**src/rtl/fsr_pkg.sv**
```systemverilog
package fsr_pkg;

    localparam int STAT_W = 8;

    typedef enum logic [2:0] {
        OP_PROG = 3'd0,
        OP_SEC  = 3'd1,
        OP_BLK  = 3'd2,
        OP_CHIP = 3'd3,
        OP_STAT = 3'd4
    } op_e;

    typedef struct packed {
        logic       stat_lock;
        logic       quad_mode;
        logic [3:0] prot_lvl;
    } nv_t;

    typedef struct packed {
        nv_t  nv;
        logic wr_latch;
        logic busy;
    } stat_t;

    // Covered block count grows from the top of the array and saturates at nblk.
    function automatic logic region_hit(input logic [3:0] lvl,
                                        input int unsigned blk,
                                        input int unsigned nblk);
        int unsigned covered;
        if (lvl == 4'd0) covered = 0;
        else             covered = 32'd1 << (lvl - 4'd1);
        if (covered > nblk) covered = nblk;
        return (blk + covered) >= nblk;
    endfunction

endpackage

```
**src/rtl/fsr_protect.sv**
```systemverilog
module fsr_protect
    import fsr_pkg::*;
#(
    parameter int ADDR_W = 21,
    parameter int BLK_W  = 16
) (
    input  logic [ADDR_W-BLK_W-1:0] blk_idx,
    input  logic [3:0]              lvl,
    output logic                    hit
);
    localparam int unsigned NBLK = 32'd1 << (ADDR_W - BLK_W);

    always_comb begin
        hit = region_hit(lvl, 32'(blk_idx), NBLK);
    end
endmodule

```
**src/rtl/fsr_wrsr_rx.sv**
```systemverilog
module fsr_wrsr_rx
    import fsr_pkg::*;
(
    input  logic clk,
    input  logic clr,
    input  logic open_req,
    input  logic sel_n,
    input  logic sel_rise,
    input  logic bit_vld,
    input  logic bit_in,
    output logic active,
    output logic commit,
    output nv_t  field_o
);
    localparam int CNT_W = $clog2(STAT_W + 2);
    localparam logic [CNT_W-1:0] CNT_FULL = CNT_W'(STAT_W);
    localparam logic [CNT_W-1:0] CNT_OVER = CNT_W'(STAT_W + 1);

    logic [CNT_W-1:0]  cnt_q;
    logic [STAT_W-1:0] sh_q;

    always_ff @(posedge clk) begin
        if (clr) begin
            active <= 1'b0;
            cnt_q  <= '0;
            sh_q   <= '0;
        end else if (sel_rise) begin
            active <= 1'b0;
        end else if (open_req) begin
            active <= 1'b1;
            cnt_q  <= '0;
        end else if (active && bit_vld && !sel_n) begin
            sh_q <= {sh_q[STAT_W-2:0], bit_in};
            if (cnt_q != CNT_OVER) cnt_q <= cnt_q + 1'b1;
        end
    end

    assign commit  = active && sel_rise && (cnt_q == CNT_FULL);
    assign field_o = sh_q[STAT_W-1:2];
endmodule

```
**src/rtl/fsr_readout.sv**
```systemverilog
module fsr_readout
    import fsr_pkg::*;
(
    input  logic              clk,
    input  logic              clr,
    input  logic              sel_n,
    input  logic              start,
    input  logic [STAT_W-1:0] word,
    output logic              sdo,
    output logic              sdo_oe
);
    localparam int POS_W = $clog2(STAT_W);

    logic              run_q;
    logic [POS_W-1:0]  left_q;
    logic [STAT_W-1:0] sh_q;

    always_ff @(posedge clk) begin
        if (clr) begin
            run_q  <= 1'b0;
            left_q <= '0;
            sh_q   <= '0;
        end else if (sel_n) begin
            run_q <= 1'b0;
        end else if (start) begin
            run_q  <= 1'b1;
            sh_q   <= word;
            left_q <= POS_W'(STAT_W - 1);
        end else if (run_q) begin
            if (left_q == '0) begin
                sh_q   <= word;
                left_q <= POS_W'(STAT_W - 1);
            end else begin
                sh_q   <= {sh_q[STAT_W-2:0], 1'b0};
                left_q <= left_q - 1'b1;
            end
        end
    end

    assign sdo_oe = run_q && !sel_n;
    assign sdo    = sdo_oe ? sh_q[STAT_W-1] : 1'b0;
endmodule

```
**src/rtl/fsr_ctrl.sv**
```systemverilog
module fsr_ctrl
    import fsr_pkg::*;
#(
    parameter int ADDR_W = 21,
    parameter int BLK_W  = 16
) (
    input  logic              clk,
    input  logic              rst,
    input  logic              por,
    input  logic              sel_n,
    input  logic              hw_guard_n,
    input  logic              cmd_wr_en,
    input  logic              cmd_wr_dis,
    input  logic              cmd_rd_stat,
    input  logic              cmd_wr_stat,
    input  logic              cmd_prog,
    input  logic              cmd_sec_erase,
    input  logic              cmd_blk_erase,
    input  logic              cmd_chip_erase,
    input  logic [ADDR_W-1:0] cmd_addr,
    input  logic              wr_bit_vld,
    input  logic              wr_bit,
    input  logic              eng_done,
    output logic              sdo,
    output logic              sdo_oe,
    output logic              eng_start,
    output logic [2:0]        eng_op,
    output logic [ADDR_W-1:0] eng_addr
);
    logic  busy_q, latch_q, sel_q;
    nv_t   nv_q, pend_q, rx_field;
    op_e   op_q, op_sel;
    stat_t stat_w;
    logic  clr, sel_rise, idle, hw_locked, addr_prot;
    logic  ok_prog, ok_sec, ok_blk, ok_chip, ok_wren, ok_wrdi;
    logic  rx_open, rx_active, rx_commit, launch, completion;

    assign clr       = rst || por;
    assign sel_rise  = sel_n && !sel_q;
    assign idle      = !busy_q;
    assign hw_locked = nv_q.stat_lock && !hw_guard_n && !nv_q.quad_mode;

    fsr_protect #(.ADDR_W(ADDR_W), .BLK_W(BLK_W)) u_prot (
        .blk_idx (cmd_addr[ADDR_W-1:BLK_W]),
        .lvl     (nv_q.prot_lvl),
        .hit     (addr_prot)
    );

    assign ok_wren = cmd_wr_en  && idle;
    assign ok_wrdi = cmd_wr_dis && idle;
    assign ok_prog = cmd_prog       && idle && latch_q && !addr_prot;
    assign ok_sec  = cmd_sec_erase  && idle && latch_q && !addr_prot;
    assign ok_blk  = cmd_blk_erase  && idle && latch_q && !addr_prot;
    assign ok_chip = cmd_chip_erase && idle && latch_q && (nv_q.prot_lvl == 4'd0);
    assign rx_open = cmd_wr_stat    && idle && latch_q && !hw_locked && !sel_n;

    fsr_wrsr_rx u_rx (
        .clk      (clk),
        .clr      (clr),
        .open_req (rx_open),
        .sel_n    (sel_n),
        .sel_rise (sel_rise),
        .bit_vld  (wr_bit_vld),
        .bit_in   (wr_bit),
        .active   (rx_active),
        .commit   (rx_commit),
        .field_o  (rx_field)
    );

    assign launch     = rx_commit || ok_prog || ok_sec || ok_blk || ok_chip;
    assign completion = busy_q && eng_done;

    always_comb begin
        if      (rx_commit) op_sel = OP_STAT;
        else if (ok_chip)   op_sel = OP_CHIP;
        else if (ok_blk)    op_sel = OP_BLK;
        else if (ok_sec)    op_sel = OP_SEC;
        else                op_sel = OP_PROG;
    end

    always_ff @(posedge clk) begin
        if (clr) begin
            busy_q    <= 1'b0;
            latch_q   <= 1'b0;
            sel_q     <= 1'b1;
            eng_start <= 1'b0;
            op_q      <= OP_PROG;
            eng_addr  <= '0;
            pend_q    <= '0;
            if (por) nv_q <= '0;
        end else begin
            sel_q     <= sel_n;
            eng_start <= launch;
            if (launch) begin
                busy_q   <= 1'b1;
                op_q     <= op_sel;
                eng_addr <= rx_commit ? '0 : cmd_addr;
                if (rx_commit) pend_q <= rx_field;
            end else if (completion) begin
                busy_q  <= 1'b0;
                latch_q <= 1'b0;
                if (op_q == OP_STAT) nv_q <= pend_q;
            end else if (ok_wren) begin
                latch_q <= 1'b1;
            end else if (ok_wrdi) begin
                latch_q <= 1'b0;
            end
        end
    end

    assign eng_op = op_q;

    always_comb begin
        stat_w.nv       = nv_q;
        stat_w.wr_latch = latch_q;
        stat_w.busy     = busy_q;
    end

    fsr_readout u_rd (
        .clk    (clk),
        .clr    (clr),
        .sel_n  (sel_n),
        .start  (cmd_rd_stat),
        .word   (stat_w),
        .sdo    (sdo),
        .sdo_oe (sdo_oe)
    );
endmodule

```
**config.mk**
```make
export PLATFORM = sky130hd
export DESIGN_NAME = fsr_ctrl
export DESIGN_NICKNAME = d
export VERILOG_FILES = /design/src/rtl/fsr_pkg.sv /design/src/rtl/fsr_protect.sv /design/src/rtl/fsr_wrsr_rx.sv /design/src/rtl/fsr_readout.sv /design/src/rtl/fsr_ctrl.sv
export SDC_FILE = /design/constraint.sdc
export NUM_CORES = 1
export LEC_CHECK = 0
export ABC_CLOCK_PERIOD_IN_PS = 8500
export BUFFER_PORTS_ARGS = -buffer_cell sky130_fd_sc_hd__clkbuf_2
export CAP_MARGIN = 20
export CORE_AREA = 10 10 79 88
export CTS_BUF_LIST = sky130_fd_sc_hd__clkbuf_4 sky130_fd_sc_hd__clkbuf_8 sky130_fd_sc_hd__clkbuf_16
export CTS_CLUSTER_SIZE = 12
export DETAILED_ROUTE_END_ITERATION = 6
export DIE_AREA = 0 0 89 98
export PLACE_DENSITY = 0.88
export SYNTH_ARGS = -nofsm -noshare
export SYNTH_HDL_FRONTEND = slang
export SYNTH_HIERARCHICAL = 1
export SYNTH_SLANG_ARGS = --single-unit
```
**constraint.sdc**
```tcl
create_clock -name clk -period 8.5 [get_ports clk]
set_clock_uncertainty 0.1 [all_clocks]
set_input_delay 0.85 -clock clk [delete_from_list [all_inputs] [get_ports clk]]
set_output_delay 0.85 -clock clk [all_outputs]
set_load 0.01 [all_outputs]
```
Word-level counts from Yosys, hierarchy flattened:

Cells that the tools add are included.

* add/subtract/negate cells: 4
* $lt $le $gt $ge: 2
* eq/ne operators: 5
* shift operators: 1
* mux-type cells: 27
* bitwise logic cells: 4
* reductions and logical operators: 56

Operators with widths (number)
* $mux 32: 2
* $add 5x32->32: 1
* $ge 32x6->1 const B: 1
* $gt 32x6->1 const B: 1
* $shl 1x4->32 const A: 1
* $mux 6: 5
* $logic_and 1x1->1: 27
* $mux 8: 3
* $mux 21: 1
* $mux 3: 4
* $mux 4: 3
* $reduce_bool 2->1: 6
* $logic_not 1->1: 7
* $mux 1: 7
* $reduce_and 2->1: 3
* $reduce_and 3->1: 2
* $logic_or 1x1->1: 5
* $add 4x1->4 const B: 1
* $eq 4x4->1 const B: 1
* $logic_not 4->1: 1
* $mux 2: 2
* $ne 2x2->1 const B: 2
* $ne 4x4->1 const B: 1
* $not 1->1: 4
* 7 further kinds: 8

* register bits: 65
* input bits: 37
* output and inout port bits: 27
* word-level logic and storage cells: 117

Longest topological paths before layout:

Gate-level depths: netlist (run 1).

* depth after elaboration: 15
* gate-level depth with buffers: 12
* gate-level depth less buffers: 11

By module:

The synthesis (run 1) kept the hierarchy.

By module, submodules not included
* fsr_ctrl: instances 1, cells each 121, area each 1436.4 µm², sequential area each 860.8 µm²
* fsr_wrsr_rx: instances 1, cells each 82, area each 674.4 µm², sequential area each 260.2 µm²
* fsr_readout: instances 1, cells each 66, area each 583.1 µm², sequential area each 240.2 µm²
* fsr_protect: instances 1, cells each 24, area each 210.2 µm², sequential area each 0.0 µm²

Least setup slack after synthesis (run 1):

No wires, ideal clock.

* path kind: input -> register
* from: input port cmd_addr[16]
* to: register nv_q[0] (netlist bit) (enable)
* arrival: 2.778 ns
* setup slack: 5.365 ns
* cell stages on the path: 9
* cells stage by stage: ha_1 > fa_1 > nand4bb_1 > nor4b_2 > a211oi_2 > nor3b_2 > o31a_1 > nor3_1 > a31o_2

* word-level cells in the longest chain between the ends: 10
* elaborated cells on any way between the ends: 12
* classes of those cells: 1 x add/sub; 1 x order compare; 1 x eq/ne; 9 x reduce/logical

Ends and longest elaborated chain
* start, declared: RTL line fsr_ctrl.sv:20 `input logic [ADDR_W-1:0] cmd_addr,`
* $add 5x32->32 *: RTL line fsr_pkg.sv:33 `return (blk + covered) >= nblk;`
* $ge 32x6->1 *: RTL line fsr_pkg.sv:33
* via addr_prot: RTL line fsr_ctrl.sv:34 `logic clr, sel_rise, idle, hw_locked, addr_prot;`
* $logic_not 1->1 *: RTL line fsr_ctrl.sv:51, fsr_ctrl.sv:52, fsr_ctrl.sv:53
* $logic_and 1x1->1: RTL line fsr_ctrl.sv:51 `assign ok_prog = cmd_prog && idle && latch_q && !addr_prot;`
* $logic_or 1x1->1 (2 in a row): RTL line fsr_ctrl.sv:70 `assign launch = rx_commit || ok_prog || ok_sec || ok_blk || ok_chip;`
* $logic_or 1x1->1 * (2 in a row): RTL line fsr_ctrl.sv:70
* $ne 2x2->1 (no line) *
* $reduce_and 4->1 (no line) *
* end signal, assigned: RTL line fsr_ctrl.sv:102 `if (op_q == OP_STAT) nv_q <= pend_q;`
* end, declared: RTL line fsr_ctrl.sv:31 `nv_t nv_q, pend_q, rx_field;`

Mark *: on every way through the listed nets, which the timed path passes. The rest lies on a longest branch.
A chain may end at the register's enable or synchronous reset.

Worst setup path after layout (run 1):

* from: register nv_q[3] (netlist bit)
* to: register nv_q[4] (netlist bit) (enable)

* word-level cells in the longest chain between the ends: 15
* elaborated cells on any way between the ends: 19
* classes of those cells: 2 x add/sub; 2 x order compare; 1 x eq/ne; 1 x shift; 2 x mux; 11 x reduce/logical

Ends and longest elaborated chain
* $sub 4x1->4: RTL line fsr_pkg.sv:31 `else covered = 32'd1 << (lvl - 4'd1);`
* $shl 1x4->32: RTL line fsr_pkg.sv:31
* $mux 32 *: RTL line fsr_pkg.sv:30 `if (lvl == 4'd0) covered = 0;`
* $gt 32x6->1: RTL line fsr_pkg.sv:32 `if (covered > nblk) covered = nblk;`
* $mux 32 *: RTL line fsr_pkg.sv:32
* $add 5x32->32 *: RTL line fsr_pkg.sv:33
* $ge 32x6->1 *: RTL line fsr_pkg.sv:33
* via addr_prot: RTL line fsr_ctrl.sv:34
* $logic_not 1->1 *: RTL line fsr_ctrl.sv:51, fsr_ctrl.sv:52, fsr_ctrl.sv:53
* $logic_and 1x1->1: RTL line fsr_ctrl.sv:51
* $logic_or 1x1->1 (2 in a row): RTL line fsr_ctrl.sv:70
* $logic_or 1x1->1 * (2 in a row): RTL line fsr_ctrl.sv:70
* $ne 2x2->1 (no line) *
* $reduce_and 4->1 (no line) *

Marked as above.

==> results.md, run 1 <==
* Status: finished clean
* Max-Cap Viols at 0
* Mapped Area at ~2900 um^2
* Top cells by area, synth: dfxtp_1 (41%), a22o_1 (6.3%), edfxtp_1 (6.2%)
* Nature of the critical path endpoint: flip-flop
* Pwr dens at between 150 and 200 nW/um^2
* Main flop type after synthesis: dfxtp_1
* Yosys Warn Count at 6
* First-pass DRT Iterations at 4
* Worst EP arrival at between 3 and 4 ns
* Antenna Diode Count at 0
* CP startpoint: nv_q[3]
* Vias per cell at ~5.9
* Number of synthesized register bits at 65
* Worst Tran Pin Value at about 0.85 ns
* Max FO, Critical Path at 6
* Area grow syn2layout at 17.41%
* H-tree Lvls at 3
* Synth Area per Inst at 9.911 um^2
* Final hold vios at 0
* DR WL/cell at around 17 um
* DIE WIDTH at between 80 and 90 um
* Minimum clock period after layout at 3.278 ns
* Post-synth EDFFs at 6
* Top cell type's share of synthesized area at 40.67%
* Fillers at between 300 and 400
* Final HPWL DP at approximately 4900 um
* Largest net degree at the start of global routing at 30
* Core Footprint at between 5000 and 6000 um^2
* Number of global-route vias before repair at 2352
* Post-CTS setup buffers at 0
* Max transition margin at a little over two fifths
* CTS Sinks at 65
* Maximum VDD drop at between 0.00015 and 0.0002 V
* CTS tree: yes
* Max-slew violation count at 0
* Port bufs at between 60 and 70
* Final setup viols at 0
* Fin worst setup slack at around 5.2 ns
* Die Y at just under 100 um
* GRT overflow at 0
* Initial antenna violation count at 0
* Starting Density at 55.63%
* Maximum clock frequency at ~300 MHz
* Commonest cells in the netlist: dfxtp_1 (59), o21ai_0 (24), a22o_1 (21), nor2_1 (20), a21oi_1 (13)
* Routed Antenna Nets at 0
* Worst Min Path Start: u_rx/sh_q[1]
* Cell variety after synth at between 50 and 60
* DR DRC count at 0
* Max clock buf depth at 2
* Clock Tree Root: clkbuf_8
* Fraction of registers with async set/reset at 0%
* Area leader, netlist: dfxtp_1
* First-pass GRT wire length at approximately 11000 um
* Pre-CTS setup slack at around 5.0 ns
* Unrepaired setup endpoints after global routing: false
* Clock latency at the later pin of the worst-skew pair at roughly 0.35 ns
* R2r startpoint: nv_q[3]
* WP data required at around 8.5 ns
* Initial DRC count at around 160
* Full die area at 8722 um^2
* Top Ports at 64
* CTS resizes at 0
* Syn nets at ~340
* Placer Congestion at roughly 0.80
* CTS clk-pin slew, worst paths at about 0.08 ns
* Nets@finish at slightly below 400
* Count leader, synth: dfxtp_1
* Static leakage at around 1.3 nW
* Global-route usage over all layers at 16.10%
* Crit path launch type: flip-flop
* CTS Hold Bufs at 0
* Post-route setup TNS at 0 ns
* Hold Crit Class: reg -> reg
* Layout cells sized above 1 at ~26%
* Period utilisation layout at 38.56%
* DRT Wirelength at between 6000 and 7000 um
* Std-Cell Rows at 28
* Sequential area share after synthesis at a little under half
* DR vias at between 2000 and 2500
* Crit Path Class: reg -> reg
* Mapped Cells at 293
* CTS Buf Count at 9
## worst paths after layout
kind | end | slack [ns] | cells past startpoint
max | nv_q[4] | 5.22 | 11
min | u_rx/sh_q[2] | 0.37 | 2
max reg2reg | nv_q[4] | 5.22 | 11
min reg2reg | u_rx/sh_q[2] | 0.37 | 2
## critical path, stage by stage, from the launching register on
cell and delay, ns:
edfxtp_1 0.46, nand2b_1 0.19, nor3_1 0.07, ha_1 0.23, fa_1 0.35, nand4bb_1 0.20, nor4b_2 0.28, a211oi_2 0.12
nor3b_2 0.34, o31a_1 0.27, nor3_1 0.11, a31o_2 0.30
## sequential cells by signal (all words and copies together) (netlist names)
name and cells:
u_rd/sh_q 8, sel_q 1, latch_q 1, u_rd/run_q 1, u_rx/cnt_q 4, busy_q 1
u_rx/sh_q 8, u_rx/active 1, nv_q 6, eng_op 3, pend_q 6, u_rd/left_q 3
eng_start 1, eng_addr 21
## stage by stage
stage	std cells	hold slack (ns)	utilization (%)	instance area (um^2)	total power, mW
global placement	397	0.3528	60.91	3179	0.3651
floorplan	293	0.3403	-	2904	0.3505
finish	414	0.3749	65.32	3410	0.6468
global route	414	0.4069	65.32	3410	0.6703
detailed placement	398	0.3634	61.05	3187	0.3671
CTS	414	0.3764	65.32	3410	0.6494
## cell type report
cell class              instances  area [um^2]  area share, %
flip-flops and latches         65         1361          39.93
clock inverters                 5        60.06          1.761
clock buffers                  11        162.7          4.771
inverters                       8        30.03         0.8807
repair buffers                 66        337.8          9.908
well taps                      60        75.07          2.202
multi-input cells             199         1383          40.55
## report_power, final
group | switching, mW | internal [mW]
combinational | 0.0255 | 0.0175
clock | 0.123 | 0.162
sequential | 0.00431 | 0.314
total | 0.153 | 0.494
## cells by family after synthesis
kind of cell / Yosys count / synth area share (%)
compound gates: 89 / 21.07
fa+ha+maj: 11 / 4.998
buf+inv: 29 / 5.515
flops: 65 / 46.88
mux: 7 / 2.413
simple gates: 92 / 19.13
## layer usage
layer / part of all wire [%] / up-vias / global-route usage [%]
li1: - / 1195 / -
met1: 40 / 1140 / 17.59
met2: 51 / 92 / 27.28
met3: 7.5 / 13 / 5.403
met4: 1.7 / 0 / 7.108
met5: 0 / - / 0
## placed cells by master (no fill, tap or decap), types with 7 or more instances in the layout
cell and n:
nor2_1 20, nand3_1 11, a21oi_1 13, o21ai_0 24, nor3_1 8, dfxtp_1 59
clkbuf_2 63, and2_1 8, a22o_1 21, nand3b_1 11, ha_1 10, inv_1 8
a31oi_1 12, mux2i_1 7, clkbuf_8 10
No activity file was read; power rests on OpenSTA's default activity.
==> run 2, diff against run 1 <==
ABC_AREA = 1   (was not set)
ABC_CLOCK_PERIOD_IN_PS = 2810   (was 8500)
CORE_AREA = 10 10 89 98   (was 10 10 79 88)
DIE_AREA = 0 0 99 108   (was 0 0 89 98)
PLACE_DENSITY = 0.81   (was 0.88)
clock period = 2.81 ns   (was 8.5 ns; I/O delays follow)
==> results.md, run 2 <==
* Max FO, Critical Path at 11 (+5)
* Vias per cell at 5.082 (-14%)
* Largest register FFs at 21 (unchanged)
* Clock Tree Root: clkbuf_8
* DIE WIDTH at 99 um (+11%)
* CP startpoint: nv_q[1]
* Util after Layout at 59.52% (-5.8 points)
* Final setup viols at 11 (+11)
* CTS clk-pin slew, worst paths at 0.07 ns (about the same)
* Nets@finish at 554 (+40%)
* DR WL/cell at 14.37 um (-13%)
* Largest net degree at the start of global routing at 37 (+23%)
* Max clock buf depth at 2 (unchanged)
* WP data required at 2.98 ns (-5.51 ns)
* Most common cell after layout, fill and taps aside: nand2_1
* Initial DRC count at 213 (+31%)
* Main flop type after synthesis: dfxtp_1
* Fillers at 557 (+44%)
* GRT overflow at 0 (unchanged)
* Max-slew violation count at 0 (unchanged)
* Period utilisation layout at 100.9% (+62 points)
* Area grow syn2layout at 24.36%
* Core Footprint at 6847 um^2 (+31%)
* Post-synth EDFFs at 6 (unchanged)
* Number of synthesized register bits at 65 (unchanged)
* Placer Congestion at 0.8381 (+5.3%)
* Initial antenna violation count at 0 (unchanged)
* Status: complete, but fails checks
* Clock latency at the later pin of the worst-skew pair at 0.34 ns (about the same)
* Global-route usage over all layers at 14.03% (-2.1 points)
* Max-Cap Viols at 0 (unchanged)
* Static leakage at 1.885 nW (+41%)
* First-pass DRT Iterations at 5 (+1)
* Layout cells sized above 1 at 32.88% (+6.9 points)
* Port bufs at 63 (unchanged)
* Area leader, netlist: dfxtp_1
* First-pass GRT wire length at 12650 um (+13%)
* Hold Crit Class: in -> reg
* DRT Wirelength at 8562 um (+25%)
* Nature of the critical path endpoint: flip-flop
* Mapped Cells at 434 (+48%)
* R2r startpoint: nv_q[1]
* CTS Sinks at 65 (unchanged)
* Fin worst setup slack at -0.02425 ns (-5.247 ns)
* Final hold vios at 0 (unchanged)
* Syn nets at 482 (+41%)
* Cell variety after synth at 35 (-34%)
* Unrepaired setup endpoints after global routing: true
* Number of global-route vias before repair at 2886 (+23%)
* Worst EP arrival at 3.01 ns (-0.26 ns)
* Overall power at 2.020 mW (+210%)
* H-tree Lvls at 3 (unchanged)
* Top cell type's share of synthesized area at 36.04% (-4.6 points)
* Worst Hold Endpoint: eng_addr[15]
* Commonest cells in the netlist: nand2_1 (111), nor2_1 (61), dfxtp_1 (59), inv_1 (38), nand3_1 (26)
* Die Y at 108 um (+10%)
* Std-Cell Rows at 32 (+14%)
* Top cells by area, synth: dfxtp_1 (36%), nand2_1 (13%), nor2_1 (7.0%)
* Layout Cells excl Fill at 596 (+44%)
* Synth Area per Inst at 7.550 um^2 (-24%)
* R2R cell count at 21 (+10)
* Minimum clock period after layout at 2.834 ns (-0.4433 ns)
* Worst Tran Pin Value at 0.5340 ns (-0.3152 ns)
* Sequential area share after synthesis at 41.54% (-5.3 points)
* Maximum VDD drop at 0.0005735 V (+280%)
* Max transition margin at 64.36% (+21 points)
* Starting Density at 47.86% (-7.8 points)
* Cell total after placement at 571 (+43%)
* Largest register by flop count: eng_addr
* Reg2Reg Capture Point: eng_addr[2]
* Final HPWL DP at 5669 um (+16%)
* CTS tree: yes
* Reg2reg setup slack at -0.02 ns (-5.25 ns)
* Crit Path Class: reg -> reg
* Antenna Diode Count at 0 (unchanged)
* DR DRC count at 0 (unchanged)
* Yosys Warn Count at 6 (unchanged)
* Maximum clock frequency at 352.8 MHz (+16%)
* Fraction of registers with async set/reset at 0% (unchanged)
* Crit path launch type: flip-flop
* Top Ports at 64 (unchanged)
* CTS Buf Count at 9 (unchanged)
* Routed Antenna Nets at 0 (unchanged)
* Hold Crit Depth at 3 (+1)
* Full die area at 10690 um^2 (+23%)
* Failing checks: setup timing
* Most frequent cells in the layout: nand2_1 (99), clkbuf_2 (63), dfxtp_1 (59), nor2_1 (56), inv_1 (35)
* Mapped Area at 3277 um^2 (+13%)
* Worst Min Path Start: cmd_addr[15]
* Pwr dens at 495.7 nW/um^2 (+160%)
* Count leader, synth: nand2_1
* Regs by FF count: eng_addr (21), u_rd/sh_q (8), u_rx/sh_q (8)
* DR vias at 3029 (+24%)
==> run 2: cell count changes in the layout (fill, tap and decap cells not counted), sizes merged, moves of 12 or more <==
cell / before / now
nand2: 4 / 118
nor2: 20 / 69
inv: 9 / 45
a22o: 21 / 0
nand3: 11 / 27
o21ai: 24 / 38
a31oi: 12 / 0
==> run 2: per-layer routing <==
layer  up-vias  track usage [%]  part of all wire, %
li1       1526                -                    -
met1      1414            14.39                   39
met2        76            26.68                   56
met3        13            3.446                  4.2
met4         0            5.430                  1.5
met5         -                0                    0
==> run 2: worst max-delay path by stage <==
stage	endpoint	slack (ns)
5_1_grt	eng_addr[11]	-0.16
6_report	eng_addr[2]	-0.02
3_5_place_dp	eng_addr[13]	-0.001
4_1_cts	nv_q[3]	0.01
3_3_place_gp	nv_q[4]	0.14
2_1_floorplan	nv_q[0]	0.11
==> run 2: final cells by class <==
class / instances / area, um^2 / share of cell area (%)
multi-input cells: 304 / 1729 / 42.43
well taps: 85 / 106.4 / 2.610
flip-flops and latches: 65 / 1361 / 33.41
clock inverters: 3 / 40.04 / 0.9825
repair buffers: 79 / 490.5 / 12.04
inverters: 47 / 181.4 / 4.452
clock buffers: 13 / 166.4 / 4.084
==> run 2: what timing repair did <==
item	4_1_cts	5_1_grt
setup endpoints to repair	4	31
pin swaps	0	10
setup buffers	0	7
cloned	0	2
hold buffers	0	0
gates resized for setup	1	35
==> run 2: stage by stage <==
step                      hold slack (ns)   TNS [ns]  worst slack [ns]  cell area (um^2)
after floorplan                    0.2819          0            0.1072              3281
after global placement             0.3329          0            0.1415              3622
after detailed placement           0.3429  -0.001315         -0.001315              3622
after CTS                         0.05390          0           0.01075              3837
after global routing              0.06639     -3.499           -0.1560              4075
final                             0.06647    -0.1400          -0.02425              4075
==> run 2: critical path, stage by stage (launching register included) <==
cell,delay [ns]
edfxtp_1,0.53
inv_2,0.16
nand2_4,0.07
nor2_4,0.12
ha_4,0.22
nand2_2,0.08
inv_1,0.07
nand2_2,0.08
nand3_1,0.08
nand2_1,0.06
nand2_1,0.05
nand2_2,0.11
nor2_2,0.05
nand2_2,0.08
nand2_2,0.06
nor2_4,0.09
buf_6,0.13
nand2_8,0.06
nor2_4,0.21
clkbuf_16,0.21
nand2_1,0.06
o21ai_2,0.06
==> run 2: cell families (layout without fill, tap and decap cells) <==
logic type / after synthesis / after routing / synth area share (%)
adders and majority gates: 11 / 11 / 4.429
DFF: 65 / 65 / 41.54
buffers and inverters: 65 / 142 / 9.966
and+or+nand+nor: 227 / 227 / 30.89
AOI/OAI and AO/OA: 66 / 66 / 13.17
==> run 2: power breakdown <==
| group | switching (mW) | internal (mW) | total, mW |
|---|---|---|---|
| clock | 0.356 | 0.476 | 0.831 |
| combinational | 0.134 | 0.0897 | 0.223 |
| sequential | 0.0137 | 0.952 | 0.965 |
==> run 3, diff against run 2 <==
--- a/config.mk
+++ b/config.mk
@@ -9,13 +9,11 @@
 export ABC_CLOCK_PERIOD_IN_PS = 2810
 export BUFFER_PORTS_ARGS = -buffer_cell sky130_fd_sc_hd__clkbuf_2
-export CAP_MARGIN = 20
-export CORE_AREA = 10 10 89 98
+export CORE_AREA = 10 10 86 95
 export CTS_BUF_LIST = sky130_fd_sc_hd__clkbuf_4 sky130_fd_sc_hd__clkbuf_8 sky130_fd_sc_hd__clkbuf_16
 export CTS_CLUSTER_SIZE = 12
 export DETAILED_ROUTE_END_ITERATION = 6
-export DIE_AREA = 0 0 99 108
-export PLACE_DENSITY = 0.81
+export DIE_AREA = 0 0 96 105
+export PLACE_DENSITY = 0.79
 export SYNTH_ARGS = -nofsm -noshare
 export SYNTH_HDL_FRONTEND = slang
-export SYNTH_HIERARCHICAL = 1
 export SYNTH_SLANG_ARGS = --single-unit
==> constraint.sdc (replaced) <==
create_clock -name clk -period 2.81 [get_ports clk]
set_clock_uncertainty 0.1 [all_clocks]
set_input_delay 0.562 -clock clk [delete_from_list [all_inputs] [get_ports clk]]
set_output_delay 0.562 -clock clk [all_outputs]
set_load 0.01 [all_outputs]
==> results.md, run 3 <==
* Worst Hold Endpoint: eng_addr[17]
* Largest net degree at the start of global routing at 37 (unchanged)
* Hold Crit Class: reg -> reg
* Most frequent cells in the layout: nand2_1 (79), clkbuf_2 (63), dfxtp_1 (59), nor2_1 (42), inv_1 (40)
* Antenna Diode Count at 0 (unchanged)
* CTS Sinks at 65 (unchanged)
* Cell variety after synth at 35 (unchanged)
* Max transition margin at 53.45% (-11 points)
* Yosys Warn Count at 0 (-6)
* Fillers at 541 (-2.9%)
* Max FO, Critical Path at 7 (-4)
* Post-synth EDFFs at 6 (unchanged)
* Die Y at 105 um (-2.8%)
* Most common cell after layout, fill and taps aside: nand2_1
* Crit path launch type: flip-flop
* DIE WIDTH at 96 um (-3.0%)
* Top cell type's share of synthesized area at 40.72% (+4.7 points)
* Worst EP arrival at 2.88 ns (-0.13 ns)
* Fraction of registers with async set/reset at 0% (unchanged)
* Final hold vios at 0 (unchanged)
* Max-Cap Viols at 0 (unchanged)
* Mapped Cells at 365 (-16%)
* Number of synthesized register bits at 65 (unchanged)
* Clock Tree Root: clkbuf_8
* Maximum VDD drop at 0.0002887 V (-50%)
* Largest register by flop count: eng_addr
* Crit Path Class: reg -> reg
* Final HPWL DP at 5212 um (-8.1%)
* Placer Congestion at 0.8454 (+0.87%)
* Maximum clock frequency at 371.1 MHz (+5.2%)
* Mapped Area at 2900 um^2 (-11%)
* Static leakage at 1.754 nW (-7.0%)
* R2R cell count at 15 (-29%)
* Layout cells sized above 1 at 27.11% (-5.8 points)
* Max-slew violation count at 0 (unchanged)
* Placed cell areas at 3329 um^2 (-8.1%)
* Syn nets at 413 (-14%)
* Overall power at 1.968 mW (-2.6%)
* Max clock buf depth at 2 (unchanged)
* Pwr dens at 535.6 nW/um^2 (+8.0%)
* Core Footprint at 6156 um^2 (-10%)
* Area leader, netlist: dfxtp_1
* Top cells by area, synth: dfxtp_1 (41%), nand2_1 (10%), edfxtp_1 (6.2%)
* Initial antenna violation count at 0 (unchanged)
* Synth Area per Inst at 7.946 um^2 (+5.2%)
* CTS Buf Count at 9 (unchanged)
* Vias per cell at 4.975 (-2.1%)
* Port bufs at 63 (unchanged)
* H-tree Lvls at 3 (unchanged)
* Std-Cell Rows at 30 (-6.3%)
* Number of global-route vias before repair at 2494 (-14%)
* Global-route usage over all layers at 13.91% (-0.13 points)
* First-pass GRT wire length at 11400 um (-9.9%)
* Clock latency at the later pin of the worst-skew pair at 0.34 ns (about the same)
* Register area at 1361 um^2 (unchanged)
* CP startpoint: nv_q[3]
* R2r startpoint: nv_q[3]
* Nature of the critical path endpoint: flip-flop
* Starting Density at 47.11% (-0.75 points)
* First-pass DRT Iterations at 4 (-1)
* Commonest cells in the netlist: nand2_1 (80), dfxtp_1 (59), nor2_1 (43), inv_1 (41)
* Reg2reg setup slack at 0.12 ns (+0.14 ns)
* Nets@finish at 493 (-11%)
* Final setup viols at 0 (-11)
* DRT Wirelength at 7465 um (-13%)
* Worst Tran Pin Value at 0.6975 ns (+0.1635 ns)
* DR vias at 2637 (-13%)
* CTS Hold Bufs at 0 (unchanged)
* GRT overflow at 0 (unchanged)
* Area grow syn2layout at 26.70%
* Worst Min Path Start: eng_addr[17]
* Reg2Reg Capture Point: eng_addr[0]
* Count leader, synth: nand2_1
* Period utilisation layout at 95.89% (-5.0 points)
* DR DRC count at 0 (unchanged)
* DR WL/cell at 14.08 um (-2.0%)
* Multi-input gate area at 1365 um^2 (-21%)
* CTS tree: yes
* Top Ports at 64 (unchanged)
* Sequential area share after synthesis at 46.94% (+5.4 points)
* Regs by FF count: eng_addr (21), u_rd.sh_q (8), u_rx.sh_q (8)
* Minimum clock period after layout at 2.695 ns (-0.1397 ns)
* Status: finished clean
* Hold Crit Depth at 2 (-1)
* WP data required at 2.99 ns (about the same)
* Design Area, Final at 3675 um^2 (-9.8%)
* Main flop type after synthesis: dfxtp_1
* Full die area at 10080 um^2 (-5.7%)
* CTS clk-pin slew, worst paths at 0.07 ns (about the same)
* Initial DRC count at 130 (-39%)
* Routed Antenna Nets at 0 (unchanged)
* Largest register FFs at 21 (unchanged)
==> run 3: cell count changes in the layout (fill, tap and decap cells not counted), moves of 5 or more <==
cell	change
nand2_1	-20
nand4_1	+20
nand3_1	-19
o21ai_2	-18
nor2_1	-14
a21oi_1	+8
nand2_2	-8
inv_2	-6
o22ai_1	+6
inv_1	+5
nor2_2	-5
o21ai_0	+5
==> run 3: how the worst max path moves through the flow <==
| stage | end | slack, ns | depth (start not counted) |
|---|---|---|---|
| after floorplan | nv_q[0] | 0.06 | 15 |
| after global placement | nv_q[2] | 0.13 | 12 |
| after detailed placement | nv_q[4] | 0.03 | 12 |
| after CTS | nv_q[1] | 0.02 | 14 |
| after global routing | eng_addr[0] | -0.1 | 15 |
| final | eng_addr[0] | 0.12 | 15 |
==> run 3: cell type report <==
class	count	area share (%)
inverters	44	4.494
flip-flops and latches	65	37.04
multi-input cells	246	37.15
clock inverters	3	1.090
clock buffers	13	4.358
well taps	80	2.724
repair buffers	79	13.14
==> run 3: logic make-up after synthesis <==
logic type,Yosys count,synth area share (%)
simple gates,170,27.65
compound gates,62,12.08
buf+inv,57,8.326
flops,65,46.94
fa+ha+maj,11,5.004
==> run 3: timing repair <==
action                     CTS  global route
hold endpoints to repair     0             0
gates resized for setup      0            10
setup endpoints to repair    0            32
setup buffers                0             4
==> run 3: power breakdown <==
group          switching [mW]  total (mW)  leakage, nW  internal [mW]
sequential             0.0114       0.965        0.539          0.954
combinational           0.115       0.199         1.11         0.0840
clock                   0.343       0.804        0.108          0.461
==> run 3: worst max-delay path: stages (launching register included) <==
cell,delay (ns)
edfxtp_1,0.38
or2_1,0.30
nor2_1,0.13
ha_1,0.27
nand2_1,0.09
nand2_1,0.07
nor2_1,0.12
nor2_1,0.06
nand2_2,0.10
nand2_2,0.09
a21oi_4,0.28
nand2_8,0.10
buf_12,0.16
nor2_2,0.23
nand2_1,0.09
nand2_1,0.07
==> run 3: through the flow <==
step / util (%) / setup WS (ns) / std cells / TNS [ns] / hold WS, ns
finish: 59.70 / 0.1154 / 530 / 0 / 0.3488
global route: 59.70 / -0.09899 / 530 / -0.8636 / 0.3467
CTS: 57.34 / 0.02337 / 521 / 0 / 0.3318
detailed placement: 54.09 / 0.03327 / 505 / 0 / 0.3407
global placement: 54.09 / 0.1324 / 505 / 0 / 0.3360
floorplan: - / 0.06226 / 365 / 0 / 0.3227
==> run 3: layer usage <==
layer	track usage [%]	up-vias	wire length (um)
li1	-	1369	-
met1	15.17	1192	3105
met2	24.21	63	3750
met3	3.436	13	455
met4	6.329	0	153
met5	0	-	0
